<file path="config.mk">
export PLATFORM = sky130hd
export DESIGN_NAME = cordic_iter_engine
export DESIGN_NICKNAME = d
export VERILOG_FILES = /design/src/rtl/cordic_pkg.sv /design/src/rtl/cordic_angle_rom.sv /design/src/rtl/cordic_seq.sv /design/src/rtl/cordic_microrot.sv /design/src/rtl/cordic_iter_engine.sv
export SDC_FILE = /design/constraint.sdc
export NUM_CORES = 1
export LEC_CHECK = 0
export ABC_AREA = 1
export BUFFER_PORTS_ARGS = -buffer_cell sky130_fd_sc_hd__buf_2
export CAP_MARGIN = 30
export CORE_MARGIN = 4
export CORE_UTILIZATION = 59
export CTS_CLUSTER_SIZE = 10
export DETAILED_ROUTE_END_ITERATION = 8
export GPL_TIMING_DRIVEN = 0
export PLACE_DENSITY_LB_ADDON = 0.2
export SYNTH_ARGS = -nofsm -noshare
export SYNTH_HDL_FRONTEND = slang
export SYNTH_HIERARCHICAL = 1
export SYNTH_SLANG_ARGS = --single-unit
</file>
<file path="constraint.sdc">
create_clock -name clk -period 11.93 [get_ports clk]
set_clock_uncertainty 0.05 [all_clocks]
set_input_delay 2.386 -clock clk [delete_from_list [all_inputs] [get_ports clk]]
set_output_delay 2.386 -clock clk [all_outputs]
set_load 0.02 [all_outputs]
</file>
<file path="src/rtl/cordic_pkg.sv">
// Shared types and elaboration-time angle constant generators.
// Assumes the Q60 intermediate scale gives far more precision than any
// realistic output fraction width.
package cordic_pkg;

    typedef enum logic [1:0] {
        CFG_CIRC = 2'b00,
        CFG_LIN  = 2'b01,
        CFG_HYP  = 2'b10,
        CFG_ALT  = 2'b11
    } cfg_e;

    localparam longint PI_OVER4_Q60 = 64'sd905502432259640373;

    // Series value of atan or atanh of 2^-i, scaled by 2^60 (elaboration only).
    function automatic longint angle_q60(input int i, input bit hyp);
        longint acc;
        longint t;
        int     sh;
        acc = 0;
        if (i == 0) return hyp ? 64'sd0 : PI_OVER4_Q60;
        for (int k = 0; k < 40; k++) begin
            sh = i * (2 * k + 1);
            if (sh < 61) begin
                t = (64'sd1 <<< 60) >>> sh;
                t = t / longint'(2 * k + 1);
                if (hyp || (k % 2 == 0)) acc = acc + t;
                else                     acc = acc - t;
            end
        end
        return acc;
    endfunction

    // Round a Q60 value to the nearest step of 2^-frac.
    function automatic longint round_q(input longint v, input int frac);
        return (v + (64'sd1 <<< (59 - frac))) >>> (60 - frac);
    endfunction

endpackage

</file>
<file path="src/rtl/cordic_angle_rom.sv">
// Angle constant table for all three coordinate systems.
// Assumes idx never exceeds DEPTH-1; unknown configurations read circular.
module cordic_angle_rom
    import cordic_pkg::*;
#(
    parameter int W     = 18,
    parameter int FRAC  = 14,
    parameter int DEPTH = 17,
    parameter int IDXW  = 5
) (
    input  cfg_e                   cfg,
    input  logic [IDXW-1:0]        idx,
    output logic signed [W-1:0]    angle
);

    logic signed [W-1:0] circ_tab [DEPTH];
    logic signed [W-1:0] lin_tab  [DEPTH];
    logic signed [W-1:0] hyp_tab  [DEPTH];

    for (genvar g = 0; g < DEPTH; g++) begin : g_entry
        localparam longint C_Q = round_q(angle_q60(g, 1'b0), FRAC);
        localparam longint H_Q = round_q(angle_q60(g, 1'b1), FRAC);
        localparam longint L_Q = round_q((64'sd1 <<< 60) >>> g, FRAC);
        assign circ_tab[g] = C_Q[W-1:0];
        assign hyp_tab[g]  = H_Q[W-1:0];
        assign lin_tab[g]  = L_Q[W-1:0];
    end

    // Select the table for the latched configuration.
    always_comb begin
        unique case (cfg)
            CFG_LIN: angle = lin_tab[idx];
            CFG_HYP: angle = hyp_tab[idx];
            default: angle = circ_tab[idx];
        endcase
    end

endmodule

</file>
<file path="src/rtl/cordic_seq.sv">
// Step counter and shift-index schedule, including hyperbolic repeats.
// Assumes load and run are never high together.
module cordic_seq #(
    parameter int NUM_ITERS = 16,
    parameter int SHW       = 5
) (
    input  logic           clk,
    input  logic           rst_n,
    input  logic           load,
    input  logic           hyp_load,
    input  logic           run,
    input  logic           hyp_run,
    output logic [SHW-1:0] shift,
    output logic           last
);

    localparam int RPW = SHW + 4;

    logic [SHW-1:0] step_q;
    logic [SHW-1:0] shift_q;
    logic [RPW-1:0] rep_q;
    logic           twice_q;

    assign shift = shift_q;
    assign last  = (step_q == SHW'(NUM_ITERS - 1));

    // Advance step count and shift index; hold a repeat index for one extra step.
    always_ff @(posedge clk) begin
        if (!rst_n) begin
            step_q  <= '0;
            shift_q <= '0;
            rep_q   <= RPW'(4);
            twice_q <= 1'b0;
        end else if (load) begin
            step_q  <= '0;
            shift_q <= hyp_load ? SHW'(1) : '0;
            rep_q   <= RPW'(4);
            twice_q <= 1'b0;
        end else if (run) begin
            step_q <= step_q + 1'b1;
            if (hyp_run && (RPW'(shift_q) == rep_q) && !twice_q) begin
                twice_q <= 1'b1;
            end else begin
                shift_q <= shift_q + 1'b1;
                if (twice_q) begin
                    twice_q <= 1'b0;
                    rep_q   <= (rep_q << 1) + rep_q + RPW'(1);
                end
            end
        end
    end

    assert_hyp_nonzero_shift_R5: assert property (@(posedge clk) disable iff (!rst_n)
        (run && hyp_run) |-> (shift_q != '0));

    assert_step_advance_R7: assert property (@(posedge clk) disable iff (!rst_n)
        (run && !last) |=> (step_q == $past(step_q) + 1'b1));

endmodule

</file>
<file path="src/rtl/cordic_microrot.sv">
// One combinational CORDIC micro-rotation for any configuration and mode.
// Assumes shift is below W; uses only shifts and add/subtract.
module cordic_microrot
    import cordic_pkg::*;
#(
    parameter int W   = 18,
    parameter int SHW = 5
) (
    input  cfg_e                 cfg,
    input  logic                 vectoring,
    input  logic [SHW-1:0]       shift,
    input  logic signed [W-1:0]  x,
    input  logic signed [W-1:0]  y,
    input  logic signed [W-1:0]  z,
    input  logic signed [W-1:0]  e,
    output logic signed [W-1:0]  x_n,
    output logic signed [W-1:0]  y_n,
    output logic signed [W-1:0]  z_n
);

    logic signed [W-1:0] xs;
    logic signed [W-1:0] ys;
    logic                neg_dir;

    // Direction decision and shift-add update.
    always_comb begin
        xs      = x >>> shift;
        ys      = y >>> shift;
        neg_dir = vectoring ? !y[W-1] : z[W-1];
        y_n     = neg_dir ? (y - xs) : (y + xs);
        z_n     = neg_dir ? (z + e)  : (z - e);
        unique case (cfg)
            CFG_LIN: x_n = x;
            CFG_HYP: x_n = neg_dir ? (x - ys) : (x + ys);
            default: x_n = neg_dir ? (x + ys) : (x - ys);
        endcase
    end

endmodule

</file>
<file path="src/rtl/cordic_iter_engine.sv">
// Iterative CORDIC engine: loads operands on start, runs NUM_ITERS
// micro-rotations one per clock, then pulses done with results held.
// Assumes inputs lie in the convergence zone and gain is pre-applied to X.
module cordic_iter_engine
    import cordic_pkg::*;
#(
    parameter int DATA_W    = 16,
    parameter int GUARD     = 2,
    parameter int NUM_ITERS = 16
) (
    input  logic                          clk,
    input  logic                          rst_n,
    input  logic                          start,
    input  logic [1:0]                    cfg_sel,
    input  logic                          mode_sel,
    input  logic signed [DATA_W-1:0]      x_in,
    input  logic signed [DATA_W-1:0]      y_in,
    input  logic signed [DATA_W-1:0]      z_in,
    output logic signed [DATA_W+GUARD-1:0] x_out,
    output logic signed [DATA_W+GUARD-1:0] y_out,
    output logic signed [DATA_W+GUARD-1:0] z_out,
    output logic                          done
);

    localparam int W     = DATA_W + GUARD;
    localparam int FRAC  = DATA_W - 2;
    localparam int DEPTH = NUM_ITERS + 1;
    localparam int SHW   = $clog2(DEPTH);

    logic signed [W-1:0] x_q, y_q, z_q;
    logic signed [W-1:0] x_n, y_n, z_n;
    logic signed [W-1:0] angle;
    logic                busy_q;
    logic                done_q;
    logic                mode_q;
    cfg_e                cfg_q;
    logic [SHW-1:0]      shift;
    logic                last;
    logic                accept;

    assign accept = start && !busy_q;
    assign x_out  = x_q;
    assign y_out  = y_q;
    assign z_out  = z_q;
    assign done   = done_q;

    cordic_seq #(.NUM_ITERS(NUM_ITERS), .SHW(SHW)) u_seq (
        .clk      (clk),
        .rst_n    (rst_n),
        .load     (accept),
        .hyp_load (cfg_e'(cfg_sel) == CFG_HYP),
        .run      (busy_q),
        .hyp_run  (cfg_q == CFG_HYP),
        .shift    (shift),
        .last     (last)
    );

    cordic_angle_rom #(.W(W), .FRAC(FRAC), .DEPTH(DEPTH), .IDXW(SHW)) u_rom (
        .cfg   (cfg_q),
        .idx   (shift),
        .angle (angle)
    );

    cordic_microrot #(.W(W), .SHW(SHW)) u_rot (
        .cfg       (cfg_q),
        .vectoring (mode_q),
        .shift     (shift),
        .x         (x_q),
        .y         (y_q),
        .z         (z_q),
        .e         (angle),
        .x_n       (x_n),
        .y_n       (y_n),
        .z_n       (z_n)
    );

    // Operand load, per-cycle iteration and completion pulse.
    always_ff @(posedge clk) begin
        if (!rst_n) begin
            x_q    <= '0;
            y_q    <= '0;
            z_q    <= '0;
            busy_q <= 1'b0;
            done_q <= 1'b0;
            mode_q <= 1'b0;
            cfg_q  <= CFG_CIRC;
        end else begin
            done_q <= 1'b0;
            if (accept) begin
                x_q    <= {{GUARD{x_in[DATA_W-1]}}, x_in};
                y_q    <= {{GUARD{y_in[DATA_W-1]}}, y_in};
                z_q    <= {{GUARD{z_in[DATA_W-1]}}, z_in};
                cfg_q  <= cfg_e'(cfg_sel);
                mode_q <= mode_sel;
                busy_q <= 1'b1;
            end else if (busy_q) begin
                x_q <= x_n;
                y_q <= y_n;
                z_q <= z_n;
                if (last) begin
                    busy_q <= 1'b0;
                    done_q <= 1'b1;
                end
            end
        end
    end

    assert_done_one_cycle_R7: assert property (@(posedge clk) disable iff (!rst_n)
        done |=> !done);

    assert_done_after_busy_R7: assert property (@(posedge clk) disable iff (!rst_n)
        $fell(busy_q) |-> done);

    assert_hold_when_idle_R9: assert property (@(posedge clk) disable iff (!rst_n)
        (!busy_q && !start) |=> ($stable(x_out) && $stable(y_out) && $stable(z_out)));

    assert_start_ignored_R8: assert property (@(posedge clk) disable iff (!rst_n)
        (busy_q && start && !last) |=> (busy_q && $stable(cfg_q) && $stable(mode_q)));

    assert_linear_x_fixed_R4: assert property (@(posedge clk) disable iff (!rst_n)
        (busy_q && cfg_q == CFG_LIN) |=> $stable(x_out));

endmodule

</file>
==> results by group <==
CTS
  – Post-CTS Setup Bufs: 0
  – Post_cts resized: 0
  – Clk buf depth: 2
  – Clock sink count: 79
  – H-tree depth: 3
  – CTS Hold Buffers Added: 0
  – CTS buffer count: 9
  – Clk slew on worst S/H paths: 70 ps
  – Root Driver: clkbuf_16
  – CTS tree: done
  – Clk Latency, worst-skew pair: 350 ps

Logic synthesis
  – EDFF count, synth: 0
  – Ys flop type: dfxtp_1
  – Cells after Synth: 1877
  – #FFs+latches synth: 79
  – Post-Syn Area per Cell: 5.81 sq um
  – Mapped Area: 10900 sq um
  – Post-synth ARST share: 0%
  – Post-synth cell types: 52
  – Yosys Warn Count: 6
  – Sequential share of the synthesized area: 14.5%

Cells and area
  – Nets: 2148
  – Commonest non-fill, non-tap cell in the layout: nand2_1
  – Utilization after layout: 66.6%
  – Most frequent cells in the layout: nand2_1 (562), nand3_1 (254), inv_1 (229)
  – Area growth, synth to finish: 10.4%
  – # diodes: 0
  – Layout cells sized above 1: 11.3%

STA
  – Setup ws final: 6940 ps
  – Fmax: 200 MHz
  – Slew Viols, Final: 0
  – Slew @ Worst Pin: 718 ps
  – Crit share post-route: 41.9%
  – Final Setup Violations: 0
  – WHS: 429 ps
  – Slew HR: 51.6%
  – Period minus WS final: 4990 ps
  – RSZ-0062 raised after global routing: no
  – Setup TNS: 0 ps
  – Final hold violation count: 0

Drt
  – Detailed Routing Iterations Pass 1: 5
  – DRC viols: 0
  – WL final: 35400 microns
  – DR vias: 12600
  – WL/cell: 15.9 microns
  – Avg Vias per Cell: 5.65
  – DRT iter0 DRCs: 1148
  – ANT nets after route: 0

Floorplanning
  – Site row count: 49
  – Die ar.: 20700 sq um
  – Die Ht: 144 microns
  – Core area: 18100 sq um
  – Ports: 109
  – Die X: 144 microns
  – Initial Utilization: 60.3%

Critical path
  – Crit path arrival time: 5200 ps
  – Startpoint class of the critical path: flip-flop
  – Crit-path slowest cell: dfxtp_1
  – Critical path type: reg2reg
  – CP cell instances: buf_2 > buf_2 > mux2i_1 > nand2_1 > o21ai_0 > o21ai_0 > a221oi_1 > ha_1 > inv_1 > nand2_1 > o21ai_0 > nand2_1 > nand2_1 > nand3_1 > nand2_1 > xor2_1 > nand2_1 > nand3_1 > nand2_1 > nand2_1 > nand3_1 > nand2_1 > inv_1
  – Endpoint class of the critical path: flip-flop
  – Largest fanout on the critical path: 12
  – Worst path max stage delay: 690 ps
  – Top cell by count, worst path: nand2_1
  – Cell family with most CP delay: compound AO/OA/AOI/OAI gates
  – Critical Path RT: 12140 ps
  – WP buf/inv: 4

Global route
  – Initial antenna violation count: 0
  – First-pass GRT wire length: 56100 microns
  – Vias in the first global route: 11500
  – Total grt overflow: 0
  – Gr usage total: 33.6%
  – Largest net degree at the start of global routing: 15

Pwr
  – Maximum vdd drop: 0.136 mV
  – PD cells: 183 nW/um^2
  – Leakage power: 6.82 nW
  – Pwr Total: 2.20 mW

Placed design
  – Post-DP HPWL: 28400 microns
  – Placer congestion estimate: 1.01
  – Dpl ws: 7060 ps
  – Port buffer count: 107

Run
  – Max cap viols: 0

Hold path
  – Hold Path Class: reg2reg

Outcome
  – Outcome: complete, no violations
[registers in the layout (all words and copies together), names as in the netlist]
signal         flops
z_out             18
y_out             18
u_seq/step_q       5
mode_q             1
x_out             18
cfg_q              2
busy_q             1
u_seq/shift        5
u_seq/twice_q      1
done               1
u_seq/rep_q        9
[per-layer routing]
layer	vias up	global-route usage, %	routed length, microns
li1	6342	-	-
met1	5702	44.4	15200
met3	73	5.69	3070
met2	483	55.4	15900
met4	0	11.5	1140
met5	-	0	0
[per-stage QoR]
| step | cells | instance area, sq um |
|---|---|---|
| CTS | 2230 | 12000 |
| global placement | 2215 | 11700 |
| finish | 2230 | 12000 |
| global route | 2230 | 12000 |
| detailed placement | 2215 | 11700 |
| floorplan | 1879 | 10900 |
[tightest hold or removal path, cell delays in order (launching register included)]
cell and delay (ps):
dfxtp_1 330, inv_2 60, a211oi_2 50
[power by group]
part / internal [mW] / switching [mW] / leakage [nW]
combinational: 0.543 / 0.976 / 6.02
sequential: 0.308 / 0.0797 / 0.649
clock: 0.169 / 0.128 / 0.150
[worst paths after layout]
check / startpoint / endpoint / slack [ps] / cells past startpoint
worst max register to register: u_seq/shift[0] / x_out[16] / 6940 / 23
worst min-delay path: u_seq/twice_q / u_seq/twice_q / 430 / 2
worst min register to register: u_seq/twice_q / u_seq/twice_q / 430 / 2
worst max-delay path: u_seq/shift[0] / x_out[16] / 6940 / 23
[synthesized netlist by cell type, drive strengths merged (2+ instances only)]
cell | count | area, sq um
a211oi | 3 | 27.5
a21boi | 2 | 15.0
a21o | 9 | 67.6
a21oi | 120 | 619
a221oi | 5 | 50.0
a31oi | 8 | 50.1
buf | 54 | 340
clkbuf | 20 | 75.1
clkinv | 2 | 7.51
dfxtp | 79 | 1580
fa | 5 | 100
ha | 92 | 1150
inv | 242 | 908
mux2i | 7 | 70.1
nand2 | 576 | 2210
nand3 | 261 | 1340
nand3b | 3 | 22.5
nand4 | 15 | 93.8
nor2 | 119 | 487
nor3 | 24 | 125
o211ai | 15 | 113
o21a | 4 | 30.0
o21ai | 107 | 543
o21bai | 6 | 56.3
o221ai | 3 | 26.3
o22ai | 3 | 18.8
o311ai | 2 | 17.5
o31ai | 4 | 30.0
or2 | 6 | 37.5
xnor2 | 21 | 184
xor2 | 56 | 490
[cell type report]
cell class | count | area [sq um]
buffer | 74 | 415
clock buffer | 10 | 239
clock inverter | 5 | 65.1
fill | 1792 | 6040
inverter | 244 | 916
multi-input combinational | 1482 | 8010
sequential | 79 | 1580
tap | 229 | 287
timing repair buffer | 107 | 536
[kinds of logic after synthesis]
| group | count (synthesis) | share of synthesized area, % |
|---|---|---|
| compound gates | 293 | 15.4 |
| xor+xnor | 77 | 6.18 |
| fa+ha+maj | 97 | 11.5 |
| buf+inv | 318 | 12.2 |
| flops | 79 | 14.5 |
| mux | 7 | 0.642 |
| other cells | 1 | 0.0344 |
| simple gates | 1005 | 39.6 |
Note: power is estimated with default switching activity, not from simulation.
